--- config.mk ---
export PLATFORM = sky130hd
export DESIGN_NAME = ttas_lock_requester
export DESIGN_NICKNAME = d
export VERILOG_FILES = /design/src/rtl/ttas_lock_pkg.sv /design/src/rtl/lockreq_dp.sv /design/src/rtl/lockreq_ctrl.sv /design/src/rtl/ttas_lock_requester.sv
export SDC_FILE = /design/constraint.sdc
export NUM_CORES = 1
export LEC_CHECK = 0
export ABC_AREA = 1
export BUFFER_PORTS_ARGS = -buffer_cell sky130_fd_sc_hd__buf_2
export CORE_ASPECT_RATIO = 1.4
export CORE_MARGIN = 3
export CORE_UTILIZATION = 55
export CTS_BUF_LIST = sky130_fd_sc_hd__clkbuf_8
export CTS_CLUSTER_SIZE = 40
export DETAILED_ROUTE_END_ITERATION = 10
export MAX_ROUTING_LAYER = met4
export PLACE_DENSITY = 0.74
export SETUP_SLACK_MARGIN = 0.3
export SYNTH_ARGS = -nofsm -noshare
export SYNTH_HDL_FRONTEND = slang
export SYNTH_SLANG_ARGS = --single-unit
--- constraint.sdc ---
create_clock -name clk -period 2.2 [get_ports clk]
set_clock_uncertainty 0.1 [all_clocks]
set_input_delay 0.11 -clock clk [delete_from_list [all_inputs] [get_ports clk]]
set_output_delay 0.11 -clock clk [all_outputs]
set_load 0.01 [all_outputs]
--- src/rtl/ttas_lock_pkg.sv ---
package ttas_lock_pkg;
  typedef enum logic [1:0] {
    OP_READ  = 2'd0,
    OP_SWAP  = 2'd1,
    OP_CLEAR = 2'd2
  } lockOp_e;

  typedef enum logic [2:0] {
    ST_IDLE,
    ST_POLL,
    ST_SWAP,
    ST_BACKOFF,
    ST_HELD,
    ST_RELEASE
  } reqState_e;

  typedef struct packed {
    logic winReset;
    logic winGrow;
    logic delayLoad;
    logic delayDec;
  } dpStrobe_t;
endpackage

--- src/rtl/lockreq_dp.sv ---
module lockreq_dp
  import ttas_lock_pkg::*;
#(
  parameter logic [15:0] SEED    = 16'hACE1,
  parameter int          MIN_WIN = 4,
  parameter int          MAX_WIN = 64
) (
  input  logic       clk,
  input  logic       rstN,
  input  dpStrobe_t  strobe,
  output logic       delayZero
);
  localparam int CNT_W = $clog2(MAX_WIN);
  localparam int WIN_W = CNT_W + 1;

  logic [15:0]      lfsr;
  logic             lfsrFb;
  logic [WIN_W-1:0] window;
  logic [WIN_W-1:0] winMask;
  logic [CNT_W-1:0] delayCnt;
  logic [CNT_W-1:0] randDelay;

  assign lfsrFb    = lfsr[15] ^ lfsr[13] ^ lfsr[12] ^ lfsr[10];
  assign winMask   = window - 1'b1;
  assign randDelay = lfsr[CNT_W-1:0] & winMask[CNT_W-1:0];
  assign delayZero = (delayCnt == '0);

  always_ff @(posedge clk or negedge rstN) begin
    if (!rstN) lfsr <= SEED;
    else       lfsr <= {lfsr[14:0], lfsrFb};
  end

  always_ff @(posedge clk or negedge rstN) begin
    if (!rstN)
      window <= WIN_W'(MIN_WIN);
    else if (strobe.winReset)
      window <= WIN_W'(MIN_WIN);
    else if (strobe.winGrow && (window < WIN_W'(MAX_WIN)))
      window <= window << 1;
  end

  always_ff @(posedge clk or negedge rstN) begin
    if (!rstN)                 delayCnt <= '0;
    else if (strobe.delayLoad) delayCnt <= randDelay;
    else if (strobe.delayDec)  delayCnt <= delayCnt - 1'b1;
  end

  // window stays a power of two inside its bounds
  p_window_range_r5: assert property (@(posedge clk) disable iff (!rstN)
    $onehot0(window) && (window != '0) &&
    (window >= WIN_W'(MIN_WIN)) && (window <= WIN_W'(MAX_WIN)));

  // a loaded delay is below the window in force at the lost swap
  p_delay_bound_r4: assert property (@(posedge clk) disable iff (!rstN)
    strobe.delayLoad |=> ({1'b0, delayCnt} < $past(window)));

  // the LFSR never reaches the all-zero lockup state
  p_lfsr_live_r9: assert property (@(posedge clk) disable iff (!rstN)
    lfsr != 16'd0);
endmodule

--- src/rtl/lockreq_ctrl.sv ---
module lockreq_ctrl
  import ttas_lock_pkg::*;
(
  input  logic       clk,
  input  logic       rstN,
  input  logic       acqReq,
  input  logic       relPulse,
  input  logic       memAck,
  input  logic       memRdata,
  input  logic       delayZero,
  output dpStrobe_t  strobe,
  output logic       memReq,
  output lockOp_e    memOp,
  output logic       granted
);
  reqState_e state, nextState;

  always_ff @(posedge clk or negedge rstN) begin
    if (!rstN) state <= ST_IDLE;
    else       state <= nextState;
  end

  always_comb begin
    nextState = state;
    strobe    = '0;
    unique case (state)
      ST_IDLE: if (acqReq) begin
        nextState       = ST_POLL;
        strobe.winReset = 1'b1;
      end
      ST_POLL: begin
        if (!acqReq)                   nextState = ST_IDLE;
        else if (memAck && !memRdata)  nextState = ST_SWAP;
      end
      ST_SWAP: if (memAck) begin
        if (!memRdata) nextState = ST_HELD;
        else begin
          nextState        = ST_BACKOFF;
          strobe.delayLoad = 1'b1;
          strobe.winGrow   = 1'b1;
        end
      end
      ST_BACKOFF: begin
        if (!acqReq)        nextState = ST_IDLE;
        else if (delayZero) nextState = ST_POLL;
        else                strobe.delayDec = 1'b1;
      end
      ST_HELD:    if (relPulse) nextState = ST_RELEASE;
      ST_RELEASE: if (memAck)   nextState = ST_IDLE;
      default:    nextState = ST_IDLE;
    endcase
  end

  assign memReq  = (state == ST_POLL) || (state == ST_SWAP) || (state == ST_RELEASE);
  assign granted = (state == ST_HELD);
  always_comb begin
    unique case (state)
      ST_SWAP:    memOp = OP_SWAP;
      ST_RELEASE: memOp = OP_CLEAR;
      default:    memOp = OP_READ;
    endcase
  end

  // a read that saw the lock taken is never followed by a swap
  p_no_swap_busy_r2: assert property (@(posedge clk) disable iff (!rstN)
    (memReq && memAck && memOp == OP_READ && memRdata) |=> !(memReq && memOp == OP_SWAP));

  // grant rises only after a winning swap
  p_grant_after_win_r3: assert property (@(posedge clk) disable iff (!rstN)
    $rose(granted) |-> $past(memReq && memAck && memOp == OP_SWAP && !memRdata));

  // release while granted drops grant and issues the clear
  p_release_clear_r6: assert property (@(posedge clk) disable iff (!rstN)
    (relPulse && granted) |=> (!granted && memReq && memOp == OP_CLEAR));

  // release without grant never produces a clear
  p_release_ignored_r7: assert property (@(posedge clk) disable iff (!rstN)
    (relPulse && !granted && !memReq) |=> !(memReq && memOp == OP_CLEAR));

  // withdrawing the request while polling or backing off ends in idle
  p_abandon_r8: assert property (@(posedge clk) disable iff (!rstN)
    ((state == ST_POLL || state == ST_BACKOFF) && !acqReq) |=> (state == ST_IDLE));

  // swap and clear requests hold until acknowledged
  p_hold_until_ack_r10: assert property (@(posedge clk) disable iff (!rstN)
    (memReq && !memAck && memOp != OP_READ) |=> (memReq && $stable(memOp)));
endmodule

--- src/rtl/ttas_lock_requester.sv ---
module ttas_lock_requester
  import ttas_lock_pkg::*;
#(
  parameter logic [15:0] SEED    = 16'hACE1,
  parameter int          MIN_WIN = 4,
  parameter int          MAX_WIN = 64
) (
  input  logic       clk,
  input  logic       rstN,
  input  logic       acqReq,
  input  logic       relPulse,
  output logic       granted,
  output logic       memReq,
  output logic [1:0] memOp,
  input  logic       memAck,
  input  logic       memRdata
);
  dpStrobe_t strobe;
  logic      delayZero;
  lockOp_e   opSel;

  lockreq_ctrl u_ctrl (
    .clk       (clk),
    .rstN      (rstN),
    .acqReq    (acqReq),
    .relPulse  (relPulse),
    .memAck    (memAck),
    .memRdata  (memRdata),
    .delayZero (delayZero),
    .strobe    (strobe),
    .memReq    (memReq),
    .memOp     (opSel),
    .granted   (granted)
  );

  lockreq_dp #(
    .SEED    (SEED),
    .MIN_WIN (MIN_WIN),
    .MAX_WIN (MAX_WIN)
  ) u_dp (
    .clk       (clk),
    .rstN      (rstN),
    .strobe    (strobe),
    .delayZero (delayZero)
  );

  assign memOp = opSel;
endmodule

==> flow_summary_export.csv, run 1 <==
group,metric,value,unit
worst_hold_path,holdPathStages,4,
setup_path,critPathCaptureType,"register",
setup_path,path_delay_family,"flip-flops",
yosys,synth_top_flop_cell,"dfrtp_1",
finish,drive_gt1_share,21.1,%
cts,cts-resized-gates,0,
placement,portBuffers,9,
timing,setup_violations,0,
setup_path,path_cells,"inv_1, ha_1, or2_2, nand3_1, nand2_1, nand3_1, o21ai_0",
timing,rsz0062_at_grt,"no",
detailed_routing,avgRoutedWirePerCell,12.8,um
detailed_routing,first_pass_iters,4,
cts,clockBufferDepth,2,
timing,max_freq,625,MHz
power,power_density,1120,mW/mm^2
cts,cts_buffers,5,
power,p_seq_share,39.3,%
setup_path,crit_fanout,6,
yosys,synth.cell_area,0.00146,sq mm
power,vdd_ir_drop_max,0.692,mV
global_route,grt_pass1_wl,4.85,mm
yosys,async_reset_ff_share,100,%
yosys,synth_area_leader_cell,"dfrtp_1",
flow_run,drv_cap,0,
floorplan,die_w,49.5,um
detailed_routing,drc,0,
power,pwr-share-clk,23.5,%
setup_path,reg2reg_depth,7,
finish,finalNonFillerCells,219,
placement,dpl.hpwl,2.11,mm
timing,tightest_slew,0.619,ns
floorplan,ios,10,
finish,diodes,0,
cts,clk_pin_slew,0.06,ns
floorplan,fp.dieArea,0.00332,sq mm
power,p_comb_share,37.2,%
cts,post-cts-setup-buffers,0,
setup_path,crit_path_max_incr_delay,0.51,ns
power,p_leak,0.824,nW
power,p_switching,713,uW
yosys,ys_ff_latch,30,
yosys,synth_edf_count,0,
setup_path,cp-start-kind,"register",
global_route,overflow,0,
finish,fin_util,66.7,%
setup_path,crit_buf_inv,1,
setup_path,critical_path.slowest_cell,"dfstp_2",
yosys,syn_area_per_cell,8.74,sq um
detailed_routing,viasPerCell,5.24,
timing,hold_viol,0,
timing,finalMaxSlewViolations,0,
yosys,post-synth-top-count-cell,"nand2_1",
setup_path,worstSetupPathDepth,7,
timing,fin_setup_tns,0,ns
yosys,synth_warnings,0,
global_route,grt_max_degree,31,
timing,relSlewSlack,58.7,%
detailed_routing,drtIter0Drc,31,
yosys,yosys-top-cells-area,"dfrtp_1 (36%), dfstp_2 (16%), nand2_1 (10%)",
setup_path,worstPathRequired,2.25,ns
setup_path,reg2reg_slack,0.60,ns
cts,cts.sink_count,30,
floorplan,die_h,67.0,um
finish,final_nets,193,
setup_path,worst_path_most_repeated_cell,"nand3_1",
yosys,syn_nets,176,
detailed_routing,drt_wl_total,2.81,mm
timing,fin_crit,1.60,ns
yosys,synthTopCellsByCount,"nand2_1 (40), dfrtp_1 (21), nand3_1 (21)",
floorplan,start_util,59.1,%
floorplan,rows,21,
yosys,yosysUniqueCellTypes,23,
placement,dpl.cell_count,210,
status,status,"finished, final reports clean",
yosys,ys_seq_area_share,52.2,%
detailed_routing,ant_nets,0,
cts,worstSkewPairLatency,0.28,ns
detailed_routing,dr_total_vias,1147,
global_route,grt_pass1_vias,1120,
cts,h-tree-depth,2,
yosys,synth_top_area_share,36.0,%
cts,root_buffer,"clkbuf_8",
global_route,grt_antenna_before_repair,0,
cts,cts_tree,"built",
power,p_int,1.14,mW
setup_path,setup.worst_path.class,"reg -> reg",
global_route,grtUsageTotal,20.9,%
setup_path,worstPathArrival,1.65,ns
worst_hold_path,holdCritPathClass,"in -> reg",
placement,place_congestion,0.941,
floorplan,coreArea,0.00247,sq mm
power,swShare,38.6,%
finish,area_delta_synth_final,12.9,%
timing,finalCritPeriodShare,72.8,%
yosys,postSynthCellCount,167,
[tightest hold or removal path, stage by stage]
cell and delay, ns:
buf_2 0.12, o22ai_1 0.08, nand3_1 0.09, nand2_1 0.06
[path summary, 6_finish.rpt]
check,from,to
setup / recovery,u_dp.window[2],u_dp.delayCnt[4]
hold / removal,memRdata,u_ctrl.state[2]
setup reg to reg,u_dp.window[2],u_dp.delayCnt[4]
hold reg to reg,u_dp.lfsr[6],u_dp.lfsr[7]
max in group asynchronous,rstN,u_dp.lfsr[3]
min in group asynchronous,rstN,u_ctrl.state[1]
[registers in the layout, indices dropped and copies added (netlist names)]
name / flops
u_ctrl.state: 3
u_dp.delayCnt: 6
u_dp.lfsr: 16
u_dp.window: 5
[power by group through the flow]
stage	combinational, mW	clock, mW	sequential (mW)
final	0.689	0.434	0.727
after global routing	0.791	0.464	0.741
after CTS	0.697	0.443	0.727
after detailed placement	0.687	0	0.736
after global placement	0.670	0	0.734
after floorplan	0.542	0	0.718
[through the flow]
stage / power, mW / area [sq um] / worst slack [ns] / hold slack (ns)
after floorplan: 1.26 / 1460 / 0.690 / -0.286
after global placement: 1.40 / 1550 / 0.662 / 0.0647
after detailed placement: 1.42 / 1550 / 0.599 / 0.0769
after CTS: 1.87 / 1650 / 0.592 / 0.111
after global routing: 2.00 / 1650 / 0.511 / 0.164
final: 1.85 / 1650 / 0.599 / 0.118
[what timing repair did]
item	in CTS	in global routing
setup endpoints to repair	0	0
hold buffers	1	0
hold endpoints to repair	21	0
[layout by cell type, fill, tap and decap left out, types with 3 or more instances in the layout]
master    count
o22ai_1       3
dfstp_2       9
nand3_1      21
nand2_4       3
nand2_1      40
o21ai_0      13
inv_1        21
nor2_1       14
dfrtp_1      21
ha_1          3
clkbuf_8      6
buf_2         9
[cell families (layout without fill, tap and decap cells)]
kind of cell               Yosys count  count (layout)  share of synthesized area (%)
xor gates and xnor gates             3               3                           1.80
DFF                                 30              30                           52.2
buffers and inverters               22              40                           5.83
and+or+nand+nor                     91              91                           31.2
adders and majority gates            3               3                           2.57
AOI/OAI and AO/OA                   18              18                           6.43
[metal layers]
layer / track usage, % / share of wire [%]
met1: 20.8 / 42
met2: 36.4 / 51
met5: - / 0
met3: 6.26 / 5.1
met4: 11.8 / 2.3
[area by class of cell]
type	count	area, sq um
multi-input cells	115	613
fillers	218	822
repair buffers	10	55.1
inverters	22	85.1
well taps	34	42.5
clock inverters	2	7.51
flip-flops and latches	30	762
clock buffers	6	82.6
Power figures use the tool's default switching activity.
==> inputs of run 2 (changes only) <==
ABC_AREA = 0   (was 1)
PLACE_DENSITY = 0.77   (was 0.74)
clock period = 1.3 ns   (was 2.2 ns; I/O delays follow)
==> flow_summary_export.csv, run 2 <==
group,metric,value,unit
status,status,"finished, violations left",
status,violations,"negative setup slack",
power,p_leak,0.923,nW
detailed_routing,drc,0,
detailed_routing,drt_wl_total,3.56,mm
setup_path,setup.worst_path.class,"reg -> reg",
cts,clockBufferDepth,2,
cts,h-tree-depth,2,
setup_path,cp-start-kind,"register",
power,p_switching,1.32,mW
global_route,grt_pass1_vias,1107,
setup_path,crit_buf_inv,1,
finish,drive_gt1_share,53.3,%
yosys,synth_xor_area_share,5.30,%
floorplan,ios,10,
timing,tightest_slew,0.633,ns
finish,finalNonFillerCells,187,
yosys,postSynthCellCount,114,
yosys,synth.cell_area,0.00132,sq mm
yosys,muxShareOfSynthArea,2.27,%
cts,clk_pin_slew,0.07,ns
detailed_routing,ant_nets,0,
global_route,overflow,0,
floorplan,start_util,59.4,%
yosys,synth_top_family_by_area,"simple AND/OR/NAND/NOR gates",
timing,finalCritPeriodShare,142,%
global_route,grt_pass1_wl,4.78,mm
finish,diodes,0,
power,p_int,2.68,mW
setup_path,worstPathRequired,1.34,ns
timing,fin_crit,1.85,ns
yosys,synth_top_flop_cell,"dfrtp_1",
yosys,post-synth-top-count-cell,"dfrtp_1",
power,power_density,2040,mW/mm^2
detailed_routing,viasPerCell,5.98,
finish,final_cell_mix,"buf_4 (25), dfrtp_1 (21), buf_6 (14)",
floorplan,die_w,47.4,um
timing,hold-worst-slack,0.0667,ns
power,vdd_ir_drop_max,1.41,mV
setup_path,path_delay_family,"simple AND/OR/NAND/NOR gates",
timing,relSlewSlack,57.8,%
yosys,yosys-top-cells-area,"dfrtp_1 (40%), dfstp_2 (18%), a21oi_1 (3.8%)",
yosys,synthSimpleGateAreaFrac,17.2,%
placement,dp_slack,-0.532,ns
yosys,syn_area_per_cell,11.6,sq um
timing,finalMaxSlewViolations,0,
power,p_seq_share,29.7,%
yosys,ys_ff_latch,30,
yosys,synth_warnings,0,
yosys,synthTopCellsByCount,"dfrtp_1 (21), a21oi_1 (10), dfstp_2 (9), nor2_1 (9), inv_1 (8)",
yosys,async_reset_ff_share,100,%
cts,root_buffer,"clkbuf_8",
timing,setup_violations,18,
timing,hold_viol,0,
yosys,synth-compound-area-share,11.1,%
placement,dpl.cell_count,167,
timing,setup_ws,-0.552,ns
floorplan,die_h,64.0,um
setup_path,path_cells,"inv_2, ha_4, or4b_4, a2111oi_4, o32ai_1",
setup_path,worstPathArrival,1.89,ns
cts,worstSkewPairLatency,0.28,ns
yosys,synth_top_area_share,39.7,%
floorplan,rows,20,
finish,layout_commonest_cell,"buf_4",
worst_hold_path,holdCritPathClass,"in -> reg",
timing,rsz0062_at_grt,"yes",
global_route,grt_max_degree,31,
finish,fin_util,88.3,%
yosys,synth_edf_count,0,
detailed_routing,avgRoutedWirePerCell,19.0,um
finish,largest-register,"u_dp.lfsr",
yosys,ys_seq_area_share,57.6,%
yosys,synthAdderAreaFrac,2.84,%
setup_path,crit_path_max_incr_delay,0.51,ns
finish,postLayoutCellArea,0.00197,sq mm
power,pwr-share-clk,23.3,%
cts,cts.sink_count,30,
flow_run,drv_cap,0,
cts,cts_buffers,5,
setup_path,crit_fanout,4,
finish,area_delta_synth_final,48.6,%
global_route,grt_antenna_before_repair,0,
placement,dpl.hpwl,1.92,mm
detailed_routing,first_pass_iters,4,
detailed_routing,drtIter0Drc,33,
yosys,synth_area_leader_cell,"dfrtp_1",
detailed_routing,dr_total_vias,1118,
finish,final_nets,173,
finish,reg_top3,"u_dp.lfsr x16, u_dp.delayCnt x6, u_dp.window x5",
cts,cts_tree,"built",
global_route,grtUsageTotal,23.2,%
setup_path,critical_path.slowest_cell,"or4b_4",
yosys,syn_nets,123,
power,p_comb_share,46.9,%
placement,placed_cell_area,0.00159,sq mm
power,swShare,33.1,%
placement,portBuffers,9,
floorplan,coreArea,0.00223,sq mm
yosys,yosysUniqueCellTypes,37,
floorplan,fp.dieArea,0.00304,sq mm
setup_path,critPathCaptureType,"register",
placement,place_congestion,0.800,
timing,max_freq,540,MHz
finish,largest_reg_flops,16,
## run 2: worst reg2reg max path, cell delays in order, from the launching register on
cell	delay, ns
dfrtp_1	0.41
inv_2	0.10
ha_4	0.13
or4b_4	0.51
a2111oi_4	0.29
o32ai_1	0.17
## run 2: final timing paths
check,startpoint,to,depth (start not counted),slack [ns]
worst max-delay path,u_dp.delayCnt[1],u_ctrl.state[1],5,-0.55
worst min-delay path,memAck,u_ctrl.state[1],2,0.07
worst max register to register,u_dp.delayCnt[1],u_ctrl.state[1],5,-0.55
worst min register to register,u_dp.lfsr[14],u_dp.lfsr[15],0,0.24
max in group asynchronous,rstN,u_dp.window[5],2,0.44
min in group asynchronous,rstN,u_dp.delayCnt[0],2,0.24
## run 2: area by class of cell
type                    count  area [sq um]
clock buffers               6          82.6
clock inverters             2          33.8
fillers                    85           262
inverters                   9          38.8
multi-input cells          73           641
flip-flops and latches     30           762
well taps                  22          27.5
repair buffers             45           380
## run 2: what timing repair did
| item | CTS | global route |
|---|---|---|
| setup endpoints to repair | 19 | 19 |
| buffers inserted | 6 | 5 |
| pin swaps | 12 | 11 |
| endpoints found under the hold margin | 21 | 0 |
| hold buffers | 1 | 0 |
| gates resized for setup | 15 | 20 |
## run 2: power by group through the flow
stage | Sequential (mW) | Clock (mW) | Combinational [mW]
final | 1.19 | 0.934 | 1.88
after global routing | 1.20 | 1.00 | 1.98
after CTS | 1.17 | 0.961 | 1.46
after detailed placement | 1.18 | 0 | 1.20
after global placement | 1.17 | 0 | 1.14
after floorplan | 1.19 | 0 | 0.677
## run 2: cells by family (layout without fill, tap and decap cells)
logic type,after synthesis,count (layout)
simple gates,36,36
flops,30,30
compound gates,23,23
buf+inv,11,62
xor+xnor,8,8
fa+ha+maj,3,3
mux,3,3
## run 2: through the flow
| stage | TNS [ns] | power (mW) |
|---|---|---|
| finish | -6.17 | 4.00 |
| global route | -6.94 | 4.18 |
| CTS | -5.33 | 3.59 |
| detailed placement | -4.44 | 2.38 |
| global placement | -3.85 | 2.31 |
| floorplan | -3.21 | 1.87 |
## run 2: per-layer routing
| layer | track usage (%) | wire (um) |
|---|---|---|
| met1 | 25.4 | 1480 |
| met2 | 37.1 | 1860 |
| met3 | 7.04 | 126 |
| met4 | 10.4 | 92 |
| met5 | - | 0 |
